==> config.mk <==
export PLATFORM = sky130hd
export DESIGN_NAME = pci_line_router
export DESIGN_NICKNAME = d
export VERILOG_FILES = /design/src/rtl/pci_line_router_pkg.sv /design/src/rtl/plr_route_regs.sv /design/src/rtl/plr_slot_map.sv /design/src/rtl/plr_sci_steer.sv /design/src/rtl/plr_level_combine.sv /design/src/rtl/pci_line_router.sv
export SDC_FILE = /design/constraint.sdc
export NUM_CORES = 1
export LEC_CHECK = 0
export BUFFER_PORTS_ARGS = -buffer_cell sky130_fd_sc_hd__buf_2
export CAP_MARGIN = 20
export CORE_ASPECT_RATIO = 0.5
export CORE_MARGIN = 8
export CORE_UTILIZATION = 54
export CTS_BUF_LIST = sky130_fd_sc_hd__clkbuf_16
export DETAILED_ROUTE_END_ITERATION = 6
export PLACE_DENSITY_LB_ADDON = 0.08
export REMOVE_ABC_BUFFERS = 1
export SLEW_MARGIN = 20
export SYNTH_ARGS = -nofsm -noshare
export SYNTH_HDL_FRONTEND = slang
export SYNTH_HIERARCHICAL = 1
export SYNTH_SLANG_ARGS = --single-unit
export TNS_END_PERCENT = 50
==> constraint.sdc <==
create_clock -name clk -period 1.7 [get_ports clk]
set_input_delay 0.17 -clock clk [delete_from_list [all_inputs] [get_ports clk]]
set_output_delay 0.17 -clock clk [all_outputs]
set_load 0.05 [all_outputs]
==> src/rtl/pci_line_router_pkg.sv <==
package pci_line_router_pkg;

  localparam int unsigned SCI_LW = 5;

  typedef struct packed {
    logic              ok;
    logic [SCI_LW-1:0] line;
  } sci_pick_t;

  // Select code to SCI output line; reserved codes return ok = 0
  function automatic sci_pick_t sci_decode(input logic [2:0] code);
    sci_pick_t r;
    r.ok   = 1'b1;
    r.line = 5'd9;
    case (code)
      3'd0: r.line = 5'd9;
      3'd1: r.line = 5'd10;
      3'd2: r.line = 5'd11;
      3'd4: r.line = 5'd20;
      3'd5: r.line = 5'd21;
      default: r.ok = 1'b0;
    endcase
    return r;
  endfunction

endpackage

==> src/rtl/plr_route_regs.sv <==
module plr_route_regs #(
  parameter int unsigned N_SH     = 8,
  parameter int unsigned AW       = 4,
  parameter int unsigned BW       = 8,
  parameter int unsigned HI_BASE  = 8,
  parameter logic [7:0]  RB_RESET = 8'h80
) (
  input  logic              clk,
  input  logic              rst_n,
  input  logic              we,
  input  logic [AW-1:0]     addr,
  input  logic [BW-1:0]     wdata,
  output logic [BW-1:0]     rdata,
  output logic [N_SH*BW-1:0] routes
);
  localparam int unsigned GRP = N_SH / 2;

  logic [BW-1:0] rb_q [N_SH];
  logic [BW-1:0] rb_d [N_SH];
  logic [N_SH-1:0] hit;

  // Address decode: low group at 0.., high group at HI_BASE..
  genvar g;
  generate
    for (g = 0; g < N_SH; g++) begin : g_dec
      if (g < GRP) begin : g_lo
        assign hit[g] = (addr == AW'(g));
      end else begin : g_hi
        assign hit[g] = (addr == AW'(HI_BASE + g - GRP));
      end
    end
  endgenerate

  generate
    for (g = 0; g < N_SH; g++) begin : g_rb
      always_comb begin
        rb_d[g] = rb_q[g];
        if (we && hit[g]) rb_d[g] = wdata;
      end

      always_ff @(posedge clk or negedge rst_n) begin
        if (!rst_n) rb_q[g] <= RB_RESET;
        else        rb_q[g] <= rb_d[g];
      end

      assign routes[g*BW +: BW] = rb_q[g];
    end
  endgenerate

  always_comb begin
    rdata = '0;
    for (int i = 0; i < N_SH; i++) begin
      if (hit[i]) rdata = rb_q[i];
    end
  end

endmodule

==> src/rtl/plr_slot_map.sv <==
module plr_slot_map #(
  parameter int unsigned N_SLOT  = 32,
  parameter int unsigned PROG_LO = 25,
  parameter int unsigned FIXED   = 30,
  parameter int unsigned N_PIN   = 4,
  parameter int unsigned LW      = 3
) (
  input  logic                     clk,
  input  logic                     rst_n,
  input  logic                     map_we,
  input  logic [$clog2(N_SLOT)-1:0] map_slot,
  input  logic [N_PIN*LW-1:0]      map_wdata,
  output logic [N_PIN*LW-1:0]      map_rdata,
  input  logic [$clog2(N_SLOT)-1:0] lk_slot,
  input  logic [$clog2(N_PIN)-1:0] lk_pin,
  output logic [LW-1:0]            lk_line
);
  localparam int unsigned SW  = $clog2(N_SLOT);
  localparam int unsigned WW  = N_PIN * LW;
  localparam int unsigned HALF = 4;

  // Default entry: ((slot + pin) mod 4) + 4
  function automatic logic [LW-1:0] dflt(input int unsigned s, input int unsigned p);
    return LW'(((s + p) % HALF) + HALF);
  endfunction

  function automatic logic [WW-1:0] dflt_word(input int unsigned s);
    logic [WW-1:0] w;
    for (int unsigned p = 0; p < N_PIN; p++) w[p*LW +: LW] = dflt(s, p);
    return w;
  endfunction

  logic [WW-1:0] word_tbl [N_SLOT];
  logic [WW-1:0] read_tbl [N_SLOT];

  genvar s;
  generate
    for (s = 0; s < N_SLOT; s++) begin : g_slot
      if (s == FIXED) begin : g_fixed
        always_comb begin
          for (int unsigned p = 0; p < N_PIN; p++)
            word_tbl[s][p*LW +: LW] = LW'(HALF + p);
        end
        assign read_tbl[s] = '0;
      end else if (s >= PROG_LO) begin : g_prog
        logic [WW-1:0] ent_q;
        logic [WW-1:0] ent_d;
        logic          ent_en;

        assign ent_en = map_we && (map_slot == SW'(s));

        always_comb begin
          ent_d = ent_q;
          if (ent_en) ent_d = map_wdata;
        end

        always_ff @(posedge clk or negedge rst_n) begin
          if (!rst_n) ent_q <= dflt_word(s);
          else        ent_q <= ent_d;
        end

        assign word_tbl[s] = ent_q;
        assign read_tbl[s] = ent_q;
      end else begin : g_const
        assign word_tbl[s] = dflt_word(s);
        assign read_tbl[s] = '0;
      end
    end
  endgenerate

  logic [WW-1:0] lk_word;
  assign lk_word   = word_tbl[lk_slot];
  assign lk_line   = lk_word[lk_pin*LW +: LW];
  assign map_rdata = read_tbl[map_slot];

endmodule

==> src/rtl/plr_sci_steer.sv <==
module plr_sci_steer
  import pci_line_router_pkg::*;
#(
  parameter int unsigned LEG_N     = 16,
  parameter int unsigned APIC_N    = 8,
  parameter int unsigned APIC_BASE = 16
) (
  input  logic              clk,
  input  logic              rst_n,
  input  logic              sci_in,
  input  logic              sel_we,
  input  logic [2:0]        sel,
  output logic              sci_lvl,
  output logic [SCI_LW-1:0] sci_line,
  output logic [LEG_N-1:0]  sci_leg,
  output logic [APIC_N-1:0] sci_apic
);
  logic              lvl_q, lvl_d;
  logic [SCI_LW-1:0] line_q, line_d;
  sci_pick_t         pick;

  assign pick = sci_decode(sel);

  always_comb begin
    lvl_d  = lvl_q;
    line_d = line_q;
    if (sci_in != lvl_q) lvl_d = sci_in;
    if (sel_we && pick.ok) line_d = pick.line;
  end

  always_ff @(posedge clk or negedge rst_n) begin
    if (!rst_n) begin
      lvl_q  <= 1'b0;
      line_q <= 5'd9;
    end else begin
      lvl_q  <= lvl_d;
      line_q <= line_d;
    end
  end

  genvar k;
  generate
    for (k = 0; k < LEG_N; k++) begin : g_leg
      assign sci_leg[k] = lvl_q && (line_q == SCI_LW'(k));
    end
    for (k = 0; k < APIC_N; k++) begin : g_apic
      assign sci_apic[k] = lvl_q && (line_q == SCI_LW'(APIC_BASE + k));
    end
  endgenerate

  assign sci_lvl  = lvl_q;
  assign sci_line = line_q;

endmodule

==> src/rtl/plr_level_combine.sv <==
module plr_level_combine #(
  parameter int unsigned N_SH   = 8,
  parameter int unsigned BW     = 8,
  parameter int unsigned FW     = 5,
  parameter int unsigned DIS_B  = 7,
  parameter int unsigned LEG_N  = 16,
  parameter int unsigned APIC_N = 8
) (
  input  logic [N_SH*BW-1:0] routes,
  input  logic [N_SH-1:0]    share_lvl,
  input  logic [LEG_N-1:0]   sci_leg,
  input  logic [APIC_N-1:0]  sci_apic,
  output logic [LEG_N-1:0]   leg_irq,
  output logic [APIC_N-1:0]  apic_irq
);
  logic [N_SH-1:0] live;
  logic [FW-1:0]   fld [N_SH];

  genvar n, k;
  generate
    for (n = 0; n < N_SH; n++) begin : g_src
      assign live[n] = share_lvl[n] && !routes[n*BW + DIS_B];
      assign fld[n]  = routes[n*BW +: FW];
    end

    for (k = 0; k < LEG_N; k++) begin : g_leg
      logic hit_any;
      always_comb begin
        hit_any = 1'b0;
        for (int i = 0; i < N_SH; i++) begin
          if (live[i] && (fld[i] == FW'(k))) hit_any = 1'b1;
        end
      end
      assign leg_irq[k] = hit_any | sci_leg[k];
    end

    for (k = 0; k < APIC_N; k++) begin : g_apic
      if (k < N_SH) begin : g_pass
        assign apic_irq[k] = share_lvl[k] | sci_apic[k];
      end else begin : g_sci_only
        assign apic_irq[k] = sci_apic[k];
      end
    end
  endgenerate

endmodule

==> src/rtl/pci_line_router.sv <==
module pci_line_router
  import pci_line_router_pkg::*;
#(
  parameter int unsigned N_SH      = 8,
  parameter int unsigned LEG_N     = 16,
  parameter int unsigned APIC_BASE = 16,
  parameter int unsigned N_SLOT    = 32,
  parameter int unsigned PROG_LO   = 25,
  parameter int unsigned FIXED     = 30
) (
  input  logic        clk,
  input  logic        rst_n,
  input  logic        reg_we,
  input  logic [3:0]  reg_addr,
  input  logic [7:0]  reg_wdata,
  output logic [7:0]  reg_rdata,
  input  logic        sci_sel_we,
  input  logic [2:0]  sci_sel,
  input  logic        sci_in,
  input  logic [7:0]  share_lvl,
  output logic [15:0] leg_irq,
  output logic [7:0]  apic_irq,
  input  logic        map_we,
  input  logic [4:0]  map_slot,
  input  logic [11:0] map_wdata,
  output logic [11:0] map_rdata,
  input  logic [4:0]  lk_slot,
  input  logic [1:0]  lk_pin,
  output logic [2:0]  lk_line
);
  localparam int unsigned BW     = 8;
  localparam int unsigned APIC_N = N_SH;

  logic [N_SH*BW-1:0] routes;
  logic               sci_lvl_q;
  logic [SCI_LW-1:0]  sci_line_q;
  logic [LEG_N-1:0]   sci_leg_vec;
  logic [APIC_N-1:0]  sci_apic_vec;

  plr_route_regs #(.N_SH(N_SH), .AW(4), .BW(BW), .HI_BASE(8), .RB_RESET(8'h80)) u_regs (
    .clk(clk), .rst_n(rst_n), .we(reg_we), .addr(reg_addr),
    .wdata(reg_wdata), .rdata(reg_rdata), .routes(routes)
  );

  plr_sci_steer #(.LEG_N(LEG_N), .APIC_N(APIC_N), .APIC_BASE(APIC_BASE)) u_sci (
    .clk(clk), .rst_n(rst_n), .sci_in(sci_in), .sel_we(sci_sel_we), .sel(sci_sel),
    .sci_lvl(sci_lvl_q), .sci_line(sci_line_q),
    .sci_leg(sci_leg_vec), .sci_apic(sci_apic_vec)
  );

  plr_level_combine #(.N_SH(N_SH), .BW(BW), .FW(5), .DIS_B(7),
                      .LEG_N(LEG_N), .APIC_N(APIC_N)) u_comb (
    .routes(routes), .share_lvl(share_lvl), .sci_leg(sci_leg_vec),
    .sci_apic(sci_apic_vec), .leg_irq(leg_irq), .apic_irq(apic_irq)
  );

  plr_slot_map #(.N_SLOT(N_SLOT), .PROG_LO(PROG_LO), .FIXED(FIXED),
                 .N_PIN(4), .LW(3)) u_map (
    .clk(clk), .rst_n(rst_n), .map_we(map_we), .map_slot(map_slot),
    .map_wdata(map_wdata), .map_rdata(map_rdata),
    .lk_slot(lk_slot), .lk_pin(lk_pin), .lk_line(lk_line)
  );

endmodule

==> results of run 1 <==
registers in the layout, indices dropped and copies added, names as in the netlist:
| signal | count |
|---|---|
| u_map/g_slot.g_prog.ent_q | 72 |
| u_regs/routes | 64 |
| u_sci/sci_line | 4 |
| u_sci/sci_lvl | 1 |
power breakdown:
part | switching [uW] | internal (uW)
Combinational | 2800 | 2840
Sequential | 803 | 4280
Clock | 1650 | 2070
worst max path at each step:
stage | from | end | slack [ns] | cells after the start
after floorplan | u_regs/routes[27]$_DFFE_PN0P_ | reg_rdata[3] | -0.59 | 4
after global placement | u_regs/routes[4]$_DFFE_PN0P_ | leg_irq[7] | -0.95 | 5
after detailed placement | u_regs/routes[4]$_DFFE_PN0P_ | leg_irq[7] | -0.54 | 5
after CTS | u_regs/routes[47]$_DFFE_PN1P_ | leg_irq[5] | -0.72 | 5
after global routing | u_regs/routes[42]$_DFFE_PN0P_ | leg_irq[5] | -0.77 | 6
final | u_regs/routes[31]$_DFFE_PN1P_ | leg_irq[7] | -0.72 | 5
metrics by stage:
stage / hold WS, ns / util / worst slack, ns
final: 0.0146 / 0.776 / -0.722
after global routing: 0.0466 / 0.776 / -0.772
after CTS: 0.00725 / 0.752 / -0.720
after detailed placement: 0.123 / 0.675 / -0.535
after global placement: 0.120 / 0.674 / -0.948
after floorplan: -0.126 / - / -0.585
per-layer routing:
| metal | global-route usage | vias up |
|---|---|---|
| li1 | - | 3958 |
| met1 | 0.379 | 4589 |
| met3 | 0.0460 | 120 |
| met4 | 0.164 | 2 |
| met2 | 0.516 | 513 |
| met5 | 0 | - |
layout make-up:
| type | count | area [um^2] |
|---|---|---|
| Fill cell | 1055 | 3840 |
| Timing Repair Buffer | 325 | 2660 |
| Clock buffer | 17 | 425 |
| Clock inverter | 15 | 151 |
| Tap cell | 234 | 293 |
| Inverter | 14 | 52.6 |
| Sequential cell | 141 | 3610 |
| Multi-Input combinational cell | 678 | 6110 |
timing repair:
action / in CTS / in global routing
hold buffers: 2 / 0
hold endpoints to repair: 45 / 0
gates resized for setup: 177 / 78
endpoints found under the setup margin: 43 / 43
setup buffers: 7 / 10
gates cloned: 0 / 0
pin swaps: 42 / 40
critical path, cell delays in order, from the launching register on:
cell and delay (ns):
dfstp_2 0.57, and4bb_4 0.24, or3b_2 0.22, o221ai_2 0.11, or4_4 0.53, buf_6 0.17
==> impl_results.md, run 1 <==
- CP arrival: between 2 and 2.5 ns
- Most frequent cells in the layout: buf_4 (211), mux2_2 (152), dfrtp_1 (72)
- Mapped cell area: about 9300 um^2
- CP Launch Type: register
- Fin crit share: 1.42
- Hold path depth: 3
- Largest net degree at the start of global routing: 54
- Initial antenna violation count: 1
- Root buffer cell: clkbuf_16
- Violated checks: negative setup slack
- Die span in y: around 110 um
- Setup repair after global routing missed its margin: true
- IO Port Bufs: 99
- Core area: around 17,000 um^2
- Synth warn: 6
- H-tree Lvls: 4
- Worst EP required: roughly 1.5 ns
- Setup crit end kind: output port
- Maxcap violations: 0
- Number of global-route vias before repair: a little over 9,000
- Reg2Reg Setup Slack: 0.55 ns
- Gpl congestion: 1.02
- Met2 routed WL: ~16,000 um
- Inst Count DP: 1,383
- Nets: 1,232
- Worst hold path type: in2reg
- Post-Route Setup TNS: -16.58 ns
- CTS sink count: around 140
- Cell count after synthesis: 891
- Met3 WL: 2420 um
- CP max FO: 7
- Worst reg2reg endpoint: u_regs/routes[3]$_DFFE_PN0P_
- Avg Inst Size Synth: between 10 and 15 um^2
- Slew headroom: 0.504
- Number of I/O pins: 100
- Pwr/cell area: approximately 1100 nW/um^2
- Full die area: around 22,000 um^2
- Top Metal Used: met5
- Initial Util: 0.545
- Starting DRT DRC Count: roughly 780
- # rows: 34
- Cts bufs inserted: 17
- Total power: roughly 14,000 uW
- Reg2Reg Depth: 3
- Fin area: 13,300 um^2
- Synth-to-Final Area Change: 42.3%
- Diodes inserted: 0
- Worst-Margin Slew: between 0.7 and 0.8 ns
- Min Clock Period, post-route: 2.42 ns
- Maximum vdd drop: approximately 0.64 mV
- CTS tree: built
- Final hold vios: 0
- DR DRC count: 0
- Total wire length: ~35,000 um
- Final HPWL DP: 24,800 um
- WL/cell: about 25 um
- Cell Area, Placed: 11,600 um^2
- Status: complete, but fails checks
- Worst hold start: map_wdata[3]
- Highest clock rate: between 400 and 500 MHz
- Die W: 202 um
- Clk buf depth: 2
- GRT Util Overall: 0.305
- WL met1: 14,400 um
- Max-slew violation count: 0
- Origin of the critical flop-to-flop path: u_regs/routes[3]$_DFFE_PN0P_
- Most common cell after layout, fill and taps aside: buf_4
- Vias: around 9,200
- Final worst slack: -0.722 ns
- Pleak: roughly 0.0057 uW
- Final setup fails: 43
- Clock Skew: 0 ns
- Worst-path clk slew: approximately 0.070 ns
- Setup CP Type: reg2out
- Share of cells above drive strength 1: 0.612
- GRT overflow: 0
- Vias/cell: 6.45
- Min-Delay Endpoint: u_map/g_slot[26].g_prog.ent_q[3]$_DFFE_PN1P_
- Final ANT Viol Nets: 0
- Global-route wire length before repair: approximately 52,000 um
- Non-Filler Instances: between 1,000 and 1,500
- Clock latency on the worst-skew pair: around 0.42 ns
- First drt pass iteration count: 5
Power figures use the tool's default switching activity.
==> run 2: changes to the inputs <==
--- a/config.mk
+++ b/config.mk
@@ -9,9 +9,10 @@
 export CAP_MARGIN = 20
 export CORE_ASPECT_RATIO = 0.5
 export CORE_MARGIN = 8
-export CORE_UTILIZATION = 54
+export CORE_UTILIZATION = 55
 export CTS_BUF_LIST = sky130_fd_sc_hd__clkbuf_16
 export DETAILED_ROUTE_END_ITERATION = 6
+export HOLD_SLACK_MARGIN = 0.03
 export PLACE_DENSITY_LB_ADDON = 0.08
 export REMOVE_ABC_BUFFERS = 1
 export SLEW_MARGIN = 20
==> constraint.sdc (replaced) <==
create_clock -name clk -period 3 [get_ports clk]
set_input_delay 0.3 -clock clk [delete_from_list [all_inputs] [get_ports clk]]
set_output_delay 0.3 -clock clk [all_outputs]
set_load 0.05 [all_outputs]
==> run 2 against run 1 <==
The run now ends clean. Final area decreased by 20%. Sequential share of layout area grew 6.8 points. First-iteration DRC count increased by 11%. Via count decreased by 12%. Critical path type unchanged. Largest cell class unchanged.
==> impl_results.md, run 2 (synthesis results as in run 1) <==
- Final ANT Viol Nets: 0
- CP Launch Type: register
- WL/cell: roughly 24 um
- Core area: 16,500 um^2
- Cell Area, Placed: between 10,000 and 15,000 um^2
- Largest net degree at the start of global routing: 67
- Die W: 200 um
- Final setup fails: 0
- CP max FO: 4
- Total wire length: slightly below 30,000 um
- Max-slew violation count: 0
- Maxcap violations: 0
- # rows: 33
- Internal Power: between 4000 and 5000 uW
- Starting DRT DRC Count: between 800 and 900
- Most common cell after layout, fill and taps aside: mux2_2
- Cts bufs inserted: 17
- Post-Route Setup TNS: 0 ns
- GRT overflow: 0
- IO Port Bufs: between 90 and 100
- # Post-CTS Setup Buffers: 0
- Largest Register: u_map/g_slot.g_prog.ent_q
- Initial Util: 0.566
- Setup repair after global routing missed its margin: false
- Critical path origin: u_regs/routes[63]$_DFFE_PN1P_
- Vias: 8,060
- Max reg flops: 72
- Reg2Reg Depth: 1
- Clk buf depth: 2
- Clock share of power: 0.295
- Fin crit share: 0.912
- Vias/cell: ~6.6
- Maximum vdd drop: 0.314 mV
- Pleak: 0.00440 uW
- CTS tree: built
- Slew headroom: 0.474
- Nets: between 1,000 and 1,500
- Reg2Reg Setup Slack: between 1.5 and 2 ns
- Global-route wire length before repair: about 45,000 um
- Reg power frac: 0.422
- Clock Skew: 0 ns
- Pwr/cell area: ~660 nW/um^2
- Die span in y: about 110 um
- Psw: between 2000 and 3000 uW
- DR DRC count: 0
- Number of I/O pins: 100
- Synth-to-Final Area Change: 13.4%
- Share of cells above drive strength 1: 0.419
- Hold-fix buffer count after cts: 2
- Fill cells: 1,356
- Inst Count DP: between 1,000 and 1,500
- Setup crit end kind: output port
- Worst-Margin Slew: roughly 0.8 ns
- Final hold vios: 0
- Root buffer cell: clkbuf_16
- Final HPWL DP: around 21,000 um
- GRT Util Overall: 0.262
- First drt pass iteration count: 5
- Non-Filler Instances: about 1,200
- Full die area: 21,700 um^2
- Worst EP required: ~2.7 ns
- Clock latency on the worst-skew pair: 0.43 ns
- Diodes inserted: 0
- Initial antenna violation count: 0
- CTS sink count: 141
- Gate power share: 0.283
- Most frequent cells in the layout: mux2_2 (161), buf_2 (98), dfrtp_1 (83)
- Post_cts resized: 0
- Fin area: 10,600 um^2
- Worst hold path type: in2reg
- Setup CP Type: reg2out
- H-tree Lvls: 4
- Origin of the critical flop-to-flop path: u_regs/routes[59]$_DFFE_PN0P_
- Min Clock Period, post-route: 2.74 ns
- Status: completed
- Gpl congestion: 0.963
- Highest clock rate: 365 MHz
- CP endpoint: leg_irq[10]
- Worst reg2reg endpoint: u_regs/routes[59]$_DFFE_PN0P_
- Number of global-route vias before repair: about 8,000
- CP arrival: about 2.4 ns
- Sw frac: 0.372
- Worst-path clk slew: 0.06 ns
-- run 2: power by group through the flow --
| stage | clock (uW) | combinational (uW) | sequential, uW |
|---|---|---|---|
| after floorplan | 0 | 1360 | 2760 |
| after detailed placement | 0 | 1930 | 2930 |
| after global routing | 2150 | 2090 | 2990 |
| after CTS | 2080 | 1950 | 2910 |
| final | 2050 | 1960 | 2930 |
| after global placement | 0 | 1900 | 2920 |
-- run 2: metal layers --
layer | track usage | wire (um) | part of all wire | up-vias
met1 | 0.345 | 12600 | 0.43 | 4024
li1 | - | - | - | 3582
met5 | 0 | 0 | 0 | -
met3 | 0.0460 | 2090 | 0.072 | 63
met2 | 0.429 | 13600 | 0.47 | 391
met4 | 0.108 | 871 | 0.030 | 0
-- run 2: final cells by class --
class                   instances  area [um^2]  share of cell area
clock buffers                  17          425              0.0401
clock inverters                15          145              0.0137
inverters                      14         52.6             0.00496
multi-input cells             678         5350               0.504
flip-flops and latches        141         3600               0.340
well taps                     227          284              0.0268
repair buffers                129          744              0.0702
-- run 2: per-stage QoR --
step | power (uW) | util | hold WS (ns) | worst slack [ns]
after floorplan | 4110 | - | 0.00441 | 0.520
after global placement | 4820 | 0.606 | 0.272 | 0.474
after detailed placement | 4870 | 0.606 | 0.281 | 0.472
after CTS | 6930 | 0.642 | 0.141 | 0.277
after global routing | 7230 | 0.642 | 0.148 | 0.198
final | 6950 | 0.642 | 0.155 | 0.263
-- run 2: worst min-delay path by stage --
stage	endpoint	cells after the start	slack, ns	startpoint
6_report	u_map/g_slot[26].g_prog.ent_q[3]$_DFFE_PN1P_	3	0.16	map_wdata[3]
5_1_grt	u_map/g_slot[26].g_prog.ent_q[3]$_DFFE_PN1P_	3	0.15	map_wdata[3]
4_1_cts	u_map/g_slot[26].g_prog.ent_q[3]$_DFFE_PN1P_	3	0.14	map_wdata[3]
3_5_place_dp	u_map/g_slot[28].g_prog.ent_q[6]$_DFFE_PN0P_	1	0.28	rst_n
3_3_place_gp	u_map/g_slot[28].g_prog.ent_q[6]$_DFFE_PN0P_	1	0.27	rst_n
2_1_floorplan	u_map/g_slot[25].g_prog.ent_q[10]$_DFFE_PN0P_	0	0.004	rst_n
-- run 2: worst max-delay path: stages (launching register included) --
cell,delay [ns]
dfstp_2,0.58
and4bb_2,0.30
nand2b_1,0.25
o21ai_0,0.15
or4_1,0.50
buf_2,0.24
==> run 3: changes to the inputs <==
--- a/config.mk
+++ b/config.mk
@@ -8,7 +8,7 @@
 export BUFFER_PORTS_ARGS = -buffer_cell sky130_fd_sc_hd__buf_2
 export CAP_MARGIN = 20
 export CORE_ASPECT_RATIO = 0.5
-export CORE_MARGIN = 8
+export CORE_MARGIN = 5
 export CORE_UTILIZATION = 55
 export CTS_BUF_LIST = sky130_fd_sc_hd__clkbuf_16
 export DETAILED_ROUTE_END_ITERATION = 6
==> run 3 against run 2 <==
Global-route usage is 3.1 points higher. Critical path type unchanged. Critical endpoint is now leg_irq[6]. Non-clock buffer count up 2. Final area is 1.1% higher. Register-to-register slack about the same. Combinational power hardly changed. Utilization is 0.68 points higher. Via count up 0.14%.
==> impl_results.md, run 3 (synthesis results as in run 1) <==
- Reg power frac: 0.403
- Sw frac: 0.343
- Post-Route Setup TNS: 0 ns
- Register Area: 3600 um^2
- CP arrival: about 2.5 ns
- H-tree Lvls: 4
- Starting DRT DRC Count: 1,001
- GRT overflow: 0
- Gate power share: 0.265
- Total wire length: between 20,000 and 30,000 um
- Global-route wire length before repair: roughly 46,000 um
- Clock share of power: 0.331
- Clock Skew: 0 ns
- Share of cells above drive strength 1: 0.418
- Vias/cell: between 6 and 7
- Die W: roughly 190 um
- Final setup fails: 0
- Cts bufs inserted: 17
- Vias: ~8,000
- Worst hold start: map_wdata[3]
- Setup CP Type: reg2out
- Fill cells: about 1,400
- WL/cell: 23.8 um
- Area of the multi-input gates: around 5300 um^2
- Initial antenna violation count: 0
- Root buffer cell: clkbuf_16
- Full die area: roughly 20,000 um^2
- Non-Filler Instances: ~1,200
- Pwr/cell area: ~680 nW/um^2
- Number of I/O pins: 100
- Most frequent cells in the layout: mux2_2 (161), buf_2 (98), dfrtp_1 (83)
- Maxcap violations: 0
- CP max FO: 13
- Slew headroom: 0.507
- Maximum vdd drop: 0.397 mV
- Setup crit end kind: output port
- Internal Power: 4820 uW
- Synth-to-Final Area Change: 14.6%
- Largest net degree at the start of global routing: 76
- Psw: roughly 2500 uW
- Worst-path clk slew: 0.07 ns
- Max reg flops: 72
- Worst-Margin Slew: 0.740 ns
- Post_cts resized: 0
- Pleak: between 0.004 and 0.005 uW
- Status: completed
- Fin util: 0.649
- CP Launch Type: register
- Final HPWL DP: between 20,000 and 25,000 um
- Worst EP required: around 2.7 ns
- First drt pass iteration count: 5
- Fin crit share: 0.918
- Initial Util: 0.566
- Clk buf depth: 2
- Critical path origin: u_regs/routes[17]$_DFFE_PN0P_
- Crit-path max cell delay: about 0.54 ns
- CTS sink count: approximately 140
- Origin of the critical flop-to-flop path: u_regs/routes[27]$_DFFE_PN0P_
- DR DRC count: 0
- Most common cell after layout, fill and taps aside: mux2_2
- Clock latency on the worst-skew pair: approximately 0.42 ns
- Nets: slightly above 1,000
- Highest clock rate: ~360 MHz
- Setup repair after global routing missed its margin: false
- Worst path cell trace: and3b_1, a22o_1, a2111oi_0, o211ai_1, buf_2
- Hold path depth: 3
- Critical-path top delay cell: dfrtp_1
- Final hold vios: 0
- Final ANT Viol Nets: 0
- GRT Util Overall: 0.293
- Inst Count DP: 1,189
- Diodes inserted: 0
- Gpl congestion: around 0.97
- Die span in y: 102 um
- Core area: 16,500 um^2
- CTS tree: built
- Largest Register: u_map/g_slot.g_prog.ent_q
- IO Port Bufs: between 90 and 100
- # rows: 33
- Worst hold path type: in2reg
- Min Clock Period, post-route: 2.75 ns
- Reg2Reg Depth: 1
- Max-slew violation count: 0
- Number of global-route vias before repair: between 8,000 and 9,000
==> run 3: cell count changes in the layout (fill, tap and decap cells not counted), sizes merged <==
cell,delta
clkinv,-3
buf,+2
inv,-3
bufinv,+6
==> run 3: through the flow <==
step	hold slack [ns]	setup slack, ns	total power (uW)	area [um^2]
2_1_floorplan	0.00441	0.520	4110	9000
3_3_place_gp	0.355	0.507	4830	10000
3_5_place_dp	0.368	0.483	4870	10000
4_1_cts	0.144	0.274	7320	10700
5_1_grt	0.180	0.179	7650	10700
6_report	0.148	0.246	7340	10700
==> run 3: final cells by class <==
class	count	share of cell area
Tap cell	227	0.0265
Multi-Input combinational cell	678	0.499
Timing Repair Buffer	131	0.0709
Clock buffer	17	0.0397
Inverter	14	0.00491
Sequential cell	141	0.336
Clock inverter	15	0.0227
==> run 3: worst paths after layout <==
kind                       slack, ns                                           end
setup / recovery                0.25                                    leg_irq[6]
setup reg to reg                1.97                 u_regs/routes[27]$_DFFE_PN0P_
hold reg to reg                 0.50                 u_regs/routes[45]$_DFFE_PN0P_
max in group asynchronous       1.73                 u_regs/routes[15]$_DFFE_PN1P_
min in group asynchronous       0.46  u_map/g_slot[28].g_prog.ent_q[6]$_DFFE_PN0P_
hold / removal                  0.15  u_map/g_slot[26].g_prog.ent_q[3]$_DFFE_PN1P_
==> run 3: worst max-delay path, delay by kind of cell, from the launching register on <==
kind	cells	cell delay, ns
AOI/OAI and AO/OA	3	0.95
buffers and inverters	1	0.27
DFF	1	0.54
and+or+nand+nor	1	0.28
==> run 3: power groups by stage <==
stage               registers, uW  clock network, uW  logic [uW]
finish                       2960               2430        1950
global placement             2950                  0        1880
floorplan                    2760                  0        1360
CTS                          2940               2460        1930
global route                 3010               2560        2080
detailed placement           2960                  0        1910
==> run 3: layer usage <==
metal | wire length, um | track usage | up-vias
met4 | 1020 | 0.121 | 0
met1 | 12300 | 0.389 | 4035
li1 | - | - | 3568
met3 | 2260 | 0.0543 | 71
met2 | 13500 | 0.484 | 397
met5 | 0 | 0 | -
==> run 3: repair_timing <==
| action | in CTS | in global routing |
|---|---|---|
| setup endpoints to repair | 0 | 0 |
| hold buffers | 2 | 0 |
| buffers inserted | 0 | 0 |
| hold endpoints to repair | 26 | 0 |
